--- config.mk ---
export PLATFORM = sky130hd
export DESIGN_NAME = dma_chan_seq
export DESIGN_NICKNAME = d
export VERILOG_FILES = /design/src/rtl/dma_chan_seq.sv
export SDC_FILE = /design/constraint.sdc
export NUM_CORES = 1
export LEC_CHECK = 0
export BUFFER_PORTS_ARGS = -buffer_cell sky130_fd_sc_hd__buf_2
export CORE_ASPECT_RATIO = 1.1
export CORE_UTILIZATION = 60
export CTS_BUF_LIST = sky130_fd_sc_hd__clkbuf_4 sky130_fd_sc_hd__clkbuf_8
export CTS_CLUSTER_SIZE = 24
export DETAILED_ROUTE_END_ITERATION = 12
export PLACE_DENSITY = 0.83
export RECOVER_POWER = 25
export SYNTH_ARGS = -nofsm -noshare
export SYNTH_HDL_FRONTEND = slang
export SYNTH_SLANG_ARGS = --single-unit
--- constraint.sdc ---
create_clock -name clk -period 16.8 [get_ports clk]
set_clock_uncertainty 0.1 [all_clocks]
set_input_delay 3.36 -clock clk [delete_from_list [all_inputs] [get_ports clk]]
set_output_delay 3.36 -clock clk [all_outputs]
set_load 0.05 [all_outputs]
--- src/rtl/dma_chan_seq.sv ---
module dma_chan_seq #(
  parameter int AW = 32,
  parameter int CW = 16,
  parameter int SW = 8
) (
  input  logic          clk,
  input  logic          rst_n,
  input  logic          cfg_wr,
  input  logic [1:0]    cfg_mode,
  input  logic [1:0]    cfg_src_am,
  input  logic [1:0]    cfg_dst_am,
  input  logic [2:0]    cfg_src_w,
  input  logic [2:0]    cfg_dst_w,
  input  logic [SW-1:0] cfg_src_stride,
  input  logic [SW-1:0] cfg_dst_stride,
  input  logic [AW-1:0] cfg_src_addr,
  input  logic [AW-1:0] cfg_dst_addr,
  input  logic [CW-1:0] cfg_count,
  input  logic          en_set,
  input  logic          en_clr,
  input  logic          trig,
  output logic          ch_en,
  output logic          rd_req,
  output logic [AW-1:0] rd_addr,
  output logic [2:0]    rd_size,
  input  logic          rd_ack,
  input  logic [127:0]  rd_data,
  output logic          wr_req,
  output logic [AW-1:0] wr_addr,
  output logic [2:0]    wr_size,
  output logic [127:0]  wr_data,
  input  logic          wr_ack,
  output logic          done
);
  localparam logic [1:0] S_IDLE = 2'd0, S_RD = 2'd1, S_WR = 2'd2;

  logic [1:0]    st, mode, sam, dam;
  logic [2:0]    ssz, dsz;
  logic [SW-1:0] sstr, dstr;
  logic [AW-1:0] sh_src, sh_dst, src, dst;
  logic [CW-1:0] sh_cnt, rem;
  logic          pend;
  logic [127:0]  dbuf;

  function automatic logic [2:0] sat(input logic [2:0] c);
    return (c > 3'd4) ? 3'd4 : c;
  endfunction

  function automatic logic [AW-1:0] nbytes(input logic [2:0] c);
    return AW'(1) << sat(c);
  endfunction

  function automatic logic [AW-1:0] step(input logic [AW-1:0] a, input logic [1:0] am,
                                         input logic [2:0] c, input logic [SW-1:0] s);
    case (am)
      2'd0:    return a - nbytes(c);
      2'd1:    return a;
      2'd2:    return a + nbytes(c);
      default: return a + AW'(s) * nbytes(c);
    endcase
  endfunction

  function automatic logic [127:0] keep(input logic [2:0] c);
    logic [127:0] m;
    for (int i = 0; i < 16; i++)
      m[i*8 +: 8] = (i < (1 << sat(c))) ? 8'hFF : 8'h00;
    return m;
  endfunction

  wire [2:0] nsz   = (sat(ssz) < sat(dsz)) ? sat(ssz) : sat(dsz);
  wire       start = ch_en && rem != '0 && (trig || pend);
  wire       last  = rem == CW'(1);

  assign rd_req  = st == S_RD;
  assign wr_req  = st == S_WR;
  assign rd_addr = src;
  assign wr_addr = dst;
  assign rd_size = sat(ssz);
  assign wr_size = sat(dsz);
  assign wr_data = dbuf;

  always_ff @(posedge clk or negedge rst_n) begin
    if (!rst_n) begin
      st <= S_IDLE; mode <= '0; sam <= '0; dam <= '0; ssz <= '0; dsz <= '0;
      sstr <= '0; dstr <= '0; sh_src <= '0; sh_dst <= '0; sh_cnt <= '0;
      src <= '0; dst <= '0; rem <= '0; pend <= 1'b0; dbuf <= '0;
      ch_en <= 1'b0; done <= 1'b0;
    end else begin
      done <= 1'b0;
      if (cfg_wr && !ch_en) begin
        mode <= cfg_mode; sam <= cfg_src_am; dam <= cfg_dst_am;
        ssz <= cfg_src_w; dsz <= cfg_dst_w;
        sstr <= cfg_src_stride; dstr <= cfg_dst_stride;
        sh_src <= cfg_src_addr; sh_dst <= cfg_dst_addr; sh_cnt <= cfg_count;
      end
      if (en_set && !ch_en) begin
        ch_en <= 1'b1; src <= sh_src; dst <= sh_dst; rem <= sh_cnt; pend <= 1'b0;
      end
      if (trig && ch_en && st != S_IDLE && !mode[0]) pend <= 1'b1;
      if (en_clr) begin
        ch_en <= 1'b0; pend <= 1'b0;
      end
      case (st)
        S_IDLE: if (start) begin
          st <= S_RD; pend <= 1'b0;
        end
        S_RD: if (rd_ack) begin
          dbuf <= rd_data & keep(nsz);
          st   <= S_WR;
        end
        S_WR: if (wr_ack) begin
          src <= step(src, sam, ssz, sstr);
          dst <= step(dst, dam, dsz, dstr);
          rem <= rem - CW'(1);
          if (last) begin
            done <= 1'b1;
            st   <= S_IDLE;
            if (mode[1]) begin
              src <= sh_src; dst <= sh_dst; rem <= sh_cnt;
            end else begin
              ch_en <= 1'b0; pend <= 1'b0;
            end
          end else begin
            st <= (mode[0] && ch_en && !en_clr) ? S_RD : S_IDLE;
          end
        end
        default: st <= S_IDLE;
      endcase
    end
  end
endmodule

==> results of run 1 <==
worst min path at each step:
stage          slack (ps)                        to  depth (start not counted)
5_1_grt               390  wr_data[117]$_DFFE_PN0P_                          2
6_report              370  wr_data[118]$_DFFE_PN0P_                          2
2_1_floorplan         350         rem[14]$_DFF_PN0_                          2
4_1_cts               380  wr_data[118]$_DFFE_PN0P_                          2
3_5_place_dp          360   wr_data[66]$_DFFE_PN0P_                          2
3_3_place_gp          360  wr_data[117]$_DFFE_PN0P_                          2
area by class of cell:
type	instances	area [µm²]	share of cell area [%]
Clock buffer	86	1084	4.110
Inverter	229	859.6	3.261
Antenna cell	8	20.02	0.07594
Tap cell	487	609.3	2.312
Multi-Input combinational cell	1735	13240	50.21
Clock inverter	16	142.6	0.5411
Sequential cell	321	8033	30.47
Timing Repair Buffer	467	2377	9.018
cell usage after synthesis, types with 7 or more instances:
master | instances | area share, %
sky130_fd_sc_hd__nand4_1 | 15 | 0.42
sky130_fd_sc_hd__o21bai_1 | 8 | 0.27
sky130_fd_sc_hd__a21o_1 | 34 | 1.1
sky130_fd_sc_hd__a221o_1 | 7 | 0.31
sky130_fd_sc_hd__clkbuf_1 | 78 | 1.3
sky130_fd_sc_hd__and3_1 | 31 | 0.87
sky130_fd_sc_hd__o21ai_1 | 11 | 0.25
sky130_fd_sc_hd__a221oi_1 | 9 | 0.35
sky130_fd_sc_hd__a21oi_1 | 128 | 2.9
sky130_fd_sc_hd__mux2_2 | 113 | 5.7
sky130_fd_sc_hd__nor4_1 | 7 | 0.20
sky130_fd_sc_hd__nand2_1 | 266 | 4.5
sky130_fd_sc_hd__nand3_1 | 33 | 0.74
sky130_fd_sc_hd__a22o_1 | 57 | 2.2
sky130_fd_sc_hd__o21ai_0 | 178 | 4.0
sky130_fd_sc_hd__nor3_1 | 31 | 0.69
sky130_fd_sc_hd__and2_1 | 51 | 1.4
sky130_fd_sc_hd__a222oi_1 | 12 | 0.54
sky130_fd_sc_hd__a22oi_1 | 11 | 0.37
sky130_fd_sc_hd__a211oi_1 | 28 | 0.94
sky130_fd_sc_hd__fa_1 | 102 | 9.1
sky130_fd_sc_hd__o21a_1 | 18 | 0.60
sky130_fd_sc_hd__nand2b_1 | 25 | 0.70
sky130_fd_sc_hd__o211ai_1 | 21 | 0.70
sky130_fd_sc_hd__xnor2_1 | 51 | 2.0
sky130_fd_sc_hd__a211o_1 | 8 | 0.31
sky130_fd_sc_hd__a31oi_1 | 7 | 0.20
sky130_fd_sc_hd__o221ai_1 | 14 | 0.55
sky130_fd_sc_hd__buf_2 | 17 | 0.38
sky130_fd_sc_hd__o22ai_1 | 29 | 0.81
sky130_fd_sc_hd__dfrtp_1 | 321 | 36
sky130_fd_sc_hd__xor2_1 | 35 | 1.4
sky130_fd_sc_hd__inv_1 | 229 | 3.8
sky130_fd_sc_hd__ha_1 | 148 | 8.3
sky130_fd_sc_hd__nor2b_1 | 15 | 0.42
sky130_fd_sc_hd__nor2_1 | 83 | 1.4
sky130_fd_sc_hd__mux2i_1 | 15 | 0.67
layer usage:
layer | wire [µm] | up-vias | share of wire (%)
li1 | - | 9107 | -
met1 | 26170 | 9692 | 40
met2 | 31890 | 828 | 49
met3 | 4704 | 158 | 7.2
met4 | 2396 | 4 | 3.7
met5 | 28 | - | 0.043
logic make-up after synthesis:
group	Yosys count	synth area share, %
other	2	0.03353
DFF	321	35.86
adders and majority gates	250	17.38
AOI/OAI and AO/OA	632	18.60
xor gates and xnor gates	86	3.363
and+or+nand+nor	591	12.53
buffers and inverters	334	5.877
muxes	128	6.352
worst reg2reg max path, cell delays in order (launching register included):
cell                       delay [ps]
sky130_fd_sc_hd__dfrtp_1          570
sky130_fd_sc_hd__nor2b_1          590
sky130_fd_sc_hd__nor2b_1          520
sky130_fd_sc_hd__nand2_1          160
sky130_fd_sc_hd__fa_1             490
sky130_fd_sc_hd__fa_1             560
sky130_fd_sc_hd__inv_1             70
sky130_fd_sc_hd__fa_1             540
sky130_fd_sc_hd__inv_1             60
sky130_fd_sc_hd__fa_1             530
sky130_fd_sc_hd__inv_1             40
sky130_fd_sc_hd__ha_1             340
sky130_fd_sc_hd__o21a_1           140
sky130_fd_sc_hd__o31a_2           160
sky130_fd_sc_hd__o221ai_2         160
sky130_fd_sc_hd__a211oi_2         330
sky130_fd_sc_hd__nor2_1           190
sky130_fd_sc_hd__or4_1            490
sky130_fd_sc_hd__nand3_1          100
sky130_fd_sc_hd__a211oi_1          70
sky130_fd_sc_hd__nor3b_1          210
flip-flops by register name, summed over array words and instances (netlist names), 3 cells and up:
| signal | count |
|---|---|
| ssz | 3 |
| rd_addr | 32 |
| sh_cnt | 16 |
| dstr | 8 |
| wr_addr | 32 |
| sh_dst | 32 |
| sh_src | 32 |
| dsz | 3 |
| sstr | 8 |
| rem | 16 |
| wr_data | 128 |
power groups by stage:
stage | combinational, mW | sequential [mW] | clock [mW]
global route | 4.16 | 1.31 | 0.824
finish | 3.80 | 1.28 | 0.778
detailed placement | 3.75 | 1.27 | 0
floorplan | 2.27 | 1.87 | 0
global placement | 3.64 | 1.27 | 0
CTS | 3.77 | 1.27 | 0.793
==> run summary, run 1 <==
Run status
- run status: finished with violations
- violated checks: max-capacitance violations, max-slew violations

Power and ir drop
- switching fraction of total power: 51.69%
- highest ir drop seen on vdd: 0.1603 mV
- Combinational Power Share: 64.9%
- overall power after layout: 5.855 mW
- sequential share of power: 21.8%
- clock share of power: 13.3%
- Leakage: 13.06 nW
- switching pwr: 3.026 mW
- power density over cell area: 222.1 nW/µm²
- Internal Power: 2.828 mW

Cells and area
- Finished Core Util: 72.33%
- area grow syn2layout: 17.69%
- final design instance area without fill: 26360 µm²
- final net count: 3303
- most frequent standard cell in the layout excluding fill and tap cells: sky130_fd_sc_hd__buf_2
- filler-free cell count of the finished design: 3349
- most frequent cells in the layout: 442 x sky130_fd_sc_hd__buf_2, 321 x sky130_fd_sc_hd__dfrtp_1, 266 x sky130_fd_sc_hd__nand2_1
- Filler Cell Count: 2808
- ratio of cells with drive above 1 in the final layout: 25.12%

Worst setup path
- crit path launch: rst_n
- Worst Path Max Fanout: 104
- reg-to-reg setup timing slack: 10330 ps
- Worst path top cell family by delay: buffers and inverters
- worst reg-to-reg path cell count: 20
- endpoint of the worst-slack reg-to-reg timing path: rd_addr[31]$_DFF_PN0_
- Reg2Reg Launch Point: ssz[2]$_DFFE_PN0P_
- type of the worst setup path: input port to asynchronous set/reset pin
- critical path required time: 15960 ps
- slowest stage cell on the critical path: sky130_fd_sc_hd__clkbuf_1
- ordered list of cells on the worst path: clkbuf_1
- Buffers & Inverters on Critical Path: 1
- Levels on crit path: 1
- kind of start point of the critical path: input port
- CP Capture Type: asynchronous set/reset pin
- Critical Path Sink: dstr[5]$_DFFE_PN0P_
- Crit path largest cell delay: 4120 ps
- arrival time at the worst endpoint: 7530 ps

Drt
- DR vias: 19790
- Initial DRC Count: 1589
- total detailed-routing wirelength: 65190 µm
- remaining antenna violation count: 0
- post-DR wirelength/cell: 19.47 µm
- first-pass iteration count of the detailed router: 5
- total DRC errors in the routed layout: 0
- post-DR vias/cell: 5.909

Floorplanning
- total die area: 38110 µm²
- placeable core region: 36440 µm²
- Ports: 446
- horizontal die dimension: 186.2 µm
- total number of placement rows: 73
- Die Ht: 204.6 µm
- initial core utilization: 61.46%

Clocking
- count of instances resized after the clock tree is built: 0
- worst-skew pair later-pin latency: 660 ps
- CTS root buf: sky130_fd_sc_hd__clkbuf_8
- post-CTS clock slew at the launch and capture registers of the worst setup and hold paths: 60 ps
- TritonCTS buffer count: 55
- CTS tree: yes
- H-tree depth reported by CTS: 2
- hold buffer count at cts: 0
- post-CTS setup repair buffer count: 0
- number of sinks handled by clock tree synthesis: 321
- Bufs on Longest Clock Path: 3

Global routing
- largest net degree at the start of global routing: 113
- wire length of the first global-routing pass: 102200 µm
- antenna violations before repair: 9
- GRT busiest layer: met2
- met2 layer usage reported by global route: 56.20%
- fraction of met1 tracks used by global routing: 44.34%
- remaining global-route overflow: 0
- all-layer global routing usage: 34.29%
- number of global-route vias before repair: 19540
- GRT met3 Usage: 6.649%

Place
- Post-DP Area: 25150 µm²
- count of buffers inserted at the top-level ports: 445
- global placement routability congestion: 0.9457
- placed wire-length estimate: 48680 µm
- Place WS: 10370 ps
- cell count after placement: 3239

Synthesis
- dominant synthesized flop cell: sky130_fd_sc_hd__dfrtp_1
- Yosys warnings: 0
- number of register bits inferred by synthesis: 321
- portion of the post-synthesis area used by sequential elements: 35.86%
- asr flop ratio synth: 100.0%
- EDFF count, synth: 0
- post-synth cell types: 87
- cells after synthesis: 2344
- mean instance size in the synthesized netlist: 9.555 µm²
- cell area after synthesis: 22400 µm²

STA
- number of failing hold endpoints at the final stage: 0
- headroom to the max-slew limit: -299.6%
- final setup fails: 0
- f_max: 0.1195 GHz
- hold_ws: 372.8 ps
- Worst Max-Slew Pin Slew: 5994 ps
- final critical-path setup slack: 8429 ps
- setup repair after global routing missed its margin: no
- portion of the clock cycle consumed by the worst path in the final layout: 49.83%
- Final Max Slew Viols: 323
- Tmin final: 8371 ps
- final setup TNS: 0 ps

Flow run
- max capacitance violation total: 5

Min path
- class of the worst hold path: flip-flop to flip-flop
- hold path startpoint: wr_data[118]$_DFFE_PN0P_

Note: power is estimated with default switching activity, not from simulation.
==> run 2: changes to the inputs <==
--- a/config.mk
+++ b/config.mk
@@ -7,11 +7,11 @@
 export LEC_CHECK = 0
 export BUFFER_PORTS_ARGS = -buffer_cell sky130_fd_sc_hd__buf_2
 export CORE_ASPECT_RATIO = 1.1
-export CORE_UTILIZATION = 60
+export CORE_UTILIZATION = 58
 export CTS_BUF_LIST = sky130_fd_sc_hd__clkbuf_4 sky130_fd_sc_hd__clkbuf_8
 export CTS_CLUSTER_SIZE = 24
 export DETAILED_ROUTE_END_ITERATION = 12
-export PLACE_DENSITY = 0.83
+export PLACE_DENSITY = 0.8
 export RECOVER_POWER = 25
 export SYNTH_ARGS = -nofsm -noshare
 export SYNTH_HDL_FRONTEND = slang
==> constraint.sdc (replaced) <==
create_clock -name clk -period 8.7 [get_ports clk]
set_clock_uncertainty 0.1 [all_clocks]
set_input_delay 1.74 -clock clk [delete_from_list [all_inputs] [get_ports clk]]
set_output_delay 1.74 -clock clk [all_outputs]
set_load 0.05 [all_outputs]
==> run 2 against run 1 <==
Effect of this change: the flow still finishes with violations (max-capacitance violations, max-slew violations); first-iteration DRC count is 20% lower; die area grew 3.4%; via count fell by 0.93%; non-clock buffer count decreased by 2; routed wire length decreased by 0.60%; final area about the same; utilization shrank 3.1 points; flip-flop and latch count unchanged; clock-buffer cell count did not move; largest cell class unchanged.
==> run summary, run 2 (synthesized netlist as in run 1, its figures left out) <==
Run status
- run status: finished with violations
- violated checks: max-capacitance violations, max-slew violations

Cells and area
- final net count: 3300, -0.091%
- Filler Cell Count: 3141, +12%
- area used by multi-input combinational logic: 13250 µm², +0.10%
- Finished Core Util: 69.24%, -3.1 points
- most frequent cells in the layout: 441 x sky130_fd_sc_hd__buf_2, 321 x sky130_fd_sc_hd__dfrtp_1, 266 x sky130_fd_sc_hd__nand2_1
- most frequent standard cell in the layout excluding fill and tap cells: sky130_fd_sc_hd__buf_2
- filler-free cell count of the finished design: 3354, +0.15%
- area grow syn2layout: 17.79%, about the same
- ratio of cells with drive above 1 in the final layout: 24.89%, -0.23 points
- flip-flop count of the largest register after layout: 128, unchanged
- FF/Latch Area: 8033 µm², unchanged

Power and ir drop
- switching pwr: 5.837 mW, +93%
- Leakage: 13.05 nW, about the same
- highest ir drop seen on vdd: 0.2869 mV, +79%
- Combinational Power Share: 64.6%, -0.3 points
- clock share of power: 13.5%, +0.2 points
- power density over cell area: 429.3 nW/µm², +93%
- sequential share of power: 21.9%, about the same
- overall power after layout: 11.33 mW, +93%
- switching fraction of total power: 51.53%, -0.16 points
- Internal Power: 5.490 mW, +94%

Flow run
- max capacitance violation total: 5, unchanged

Global routing
- remaining global-route overflow: 0, unchanged
- GRT met3 Usage: 6.090%, -0.56 points
- antenna violations before repair: 6, -3
- wire length of the first global-routing pass: 103400 µm, +1.2%
- all-layer global routing usage: 33.00%, -1.3 points
- number of global-route vias before repair: 19640, +0.55%
- fraction of met1 tracks used by global routing: 43.18%, -1.2 points
- met2 layer usage reported by global route: 54.57%, -1.6 points
- GRT busiest layer: met2
- largest net degree at the start of global routing: 194, +72%

Floorplanning
- initial core utilization: 58.79%, -2.7 points
- total number of placement rows: 75, +2.7%
- total die area: 39410 µm², +3.4%
- Die Ht: 208.1 µm, +1.7%
- Ports: 446, unchanged
- placeable core region: 38100 µm², +4.5%
- horizontal die dimension: 189.4 µm, +1.7%

Worst setup path
- Reg2Reg Launch Point: ssz[2]$_DFFE_PN0P_
- Crit path largest cell delay: 4170 ps, +50 ps
- slowest stage cell on the critical path: sky130_fd_sc_hd__dlymetal6s2s_1
- type of the worst setup path: input port to flip-flop
- reg-to-reg setup timing slack: 2310 ps, -8020 ps
- kind of start point of the critical path: input port
- critical path required time: 8850 ps, -7110 ps
- arrival time at the worst endpoint: 7180 ps, -350 ps
- Worst Path Max Fanout: 193, +86%
- CP Capture Type: flip-flop
- endpoint of the worst-slack reg-to-reg timing path: rd_addr[31]$_DFF_PN0_
- ordered list of cells on the worst path: clkbuf_1, nand3b_1, dlymetal6s2s_1, o21ai_0
- worst reg-to-reg path cell count: 20, unchanged

STA
- final setup TNS: 0 ps, unchanged
- number of failing hold endpoints at the final stage: 0, unchanged
- f_max: 0.1423 GHz
- portion of the clock cycle consumed by the worst path in the final layout: 80.75%
- Final Max Slew Viols: 427, +32%
- setup repair after global routing missed its margin: no
- headroom to the max-slew limit: -287.8%, +12 points
- Worst Max-Slew Pin Slew: 5817 ps, -176.6 ps
- Tmin final: 7025 ps
- final setup fails: 0, unchanged
- final critical-path setup slack: 1675 ps, -6754 ps

Drt
- first-pass iteration count of the detailed router: 6, +1
- Initial DRC Count: 1277, -20%
- post-DR vias/cell: 5.845, -1.1%
- post-DR wirelength/cell: 19.32 µm, -0.75%
- total DRC errors in the routed layout: 0, unchanged
- total detailed-routing wirelength: 64800 µm, -0.60%
- DR vias: 19600, -0.93%
- remaining antenna violation count: 0, unchanged

Min path
- hold path startpoint: wr_data[92]$_DFFE_PN0P_
- class of the worst hold path: flip-flop to flip-flop
- Hold Path End: wr_data[92]$_DFFE_PN0P_
- WHS Path Cells: 2, unchanged

Clocking
- number of sinks handled by clock tree synthesis: 321, unchanged
- post-CTS setup repair buffer count: 0, unchanged
- H-tree depth reported by CTS: 2, unchanged
- Bufs on Longest Clock Path: 3, unchanged
- worst-skew pair later-pin latency: 660 ps, about the same
- CTS tree: yes
- count of instances resized after the clock tree is built: 0, unchanged
- post-CTS clock slew at the launch and capture registers of the worst setup and hold paths: 60 ps, about the same
- hold buffer count at cts: 0, unchanged
- CTS root buf: sky130_fd_sc_hd__clkbuf_8
- TritonCTS buffer count: 54, -1.8%

Place
- global placement routability congestion: 0.9442, -0.16%
- Place WS: 2360 ps, -8009 ps
- cell count after placement: 3250, +0.34%
- count of buffers inserted at the top-level ports: 445, unchanged
- placed wire-length estimate: 48600 µm, -0.17%

run 2: power by group through the flow:
stage / clock (mW) / combinational (mW) / sequential (mW)
after floorplan: 0 / 4.38 / 3.62
after global placement: 0 / 7.03 / 2.46
after detailed placement: 0 / 7.23 / 2.48
after CTS: 1.55 / 7.27 / 2.46
after global routing: 1.61 / 8.05 / 2.54
final: 1.53 / 7.32 / 2.48
run 2: area by class of cell:
type | count | share of cell area, %
Multi-Input combinational cell | 1735 | 50.22
Sequential cell | 321 | 30.45
Timing Repair Buffer | 465 | 9.016
Clock buffer | 86 | 4.107
Inverter | 229 | 3.258
Tap cell | 500 | 2.371
Clock inverter | 12 | 0.5217
Antenna cell | 6 | 0.05691
run 2: worst max-delay path by stage:
stage	startpoint	end	slack [ps]	cells past startpoint
final	rd_ack	wr_data[65]$_DFFE_PN0P_	1670	4
after global routing	rd_ack	wr_data[108]$_DFFE_PN0P_	1020	4
after CTS	ssz[2]$_DFFE_PN0P_	rd_addr[31]$_DFF_PN0_	2350	20
after detailed placement	ssz[2]$_DFFE_PN0P_	rd_addr[31]$_DFF_PN0_	2360	20
after global placement	ssz[2]$_DFFE_PN0P_	rd_addr[31]$_DFF_PN0_	2640	20
after floorplan	dsz[0]$_DFFE_PN0P_	wr_addr[22]$_DFF_PN0_	2610	20
run 2: layer usage:
metal | share of wire [%] | up-vias
met5 | 0 | -
met4 | 3.6 | 0
met3 | 6.6 | 153
met2 | 49 | 713
met1 | 41 | 9641
li1 | - | 9097
run 2: critical path, delay by kind of cell:
family                 cells  cell delay (ps)
AO/OA/AOI/OAI              1              730
buffers and inverters      2             4270
AND/OR/NAND/NOR            1              360
run 2: per-stage QoR:
stage          instance area, µm²  hold slack (ps)
2_1_floorplan               22570            346.0
3_3_place_gp                25190            357.2
3_5_place_dp                25190            365.0
4_1_cts                     26410            379.4
5_1_grt                     26380            395.4
6_report                    26380            374.6
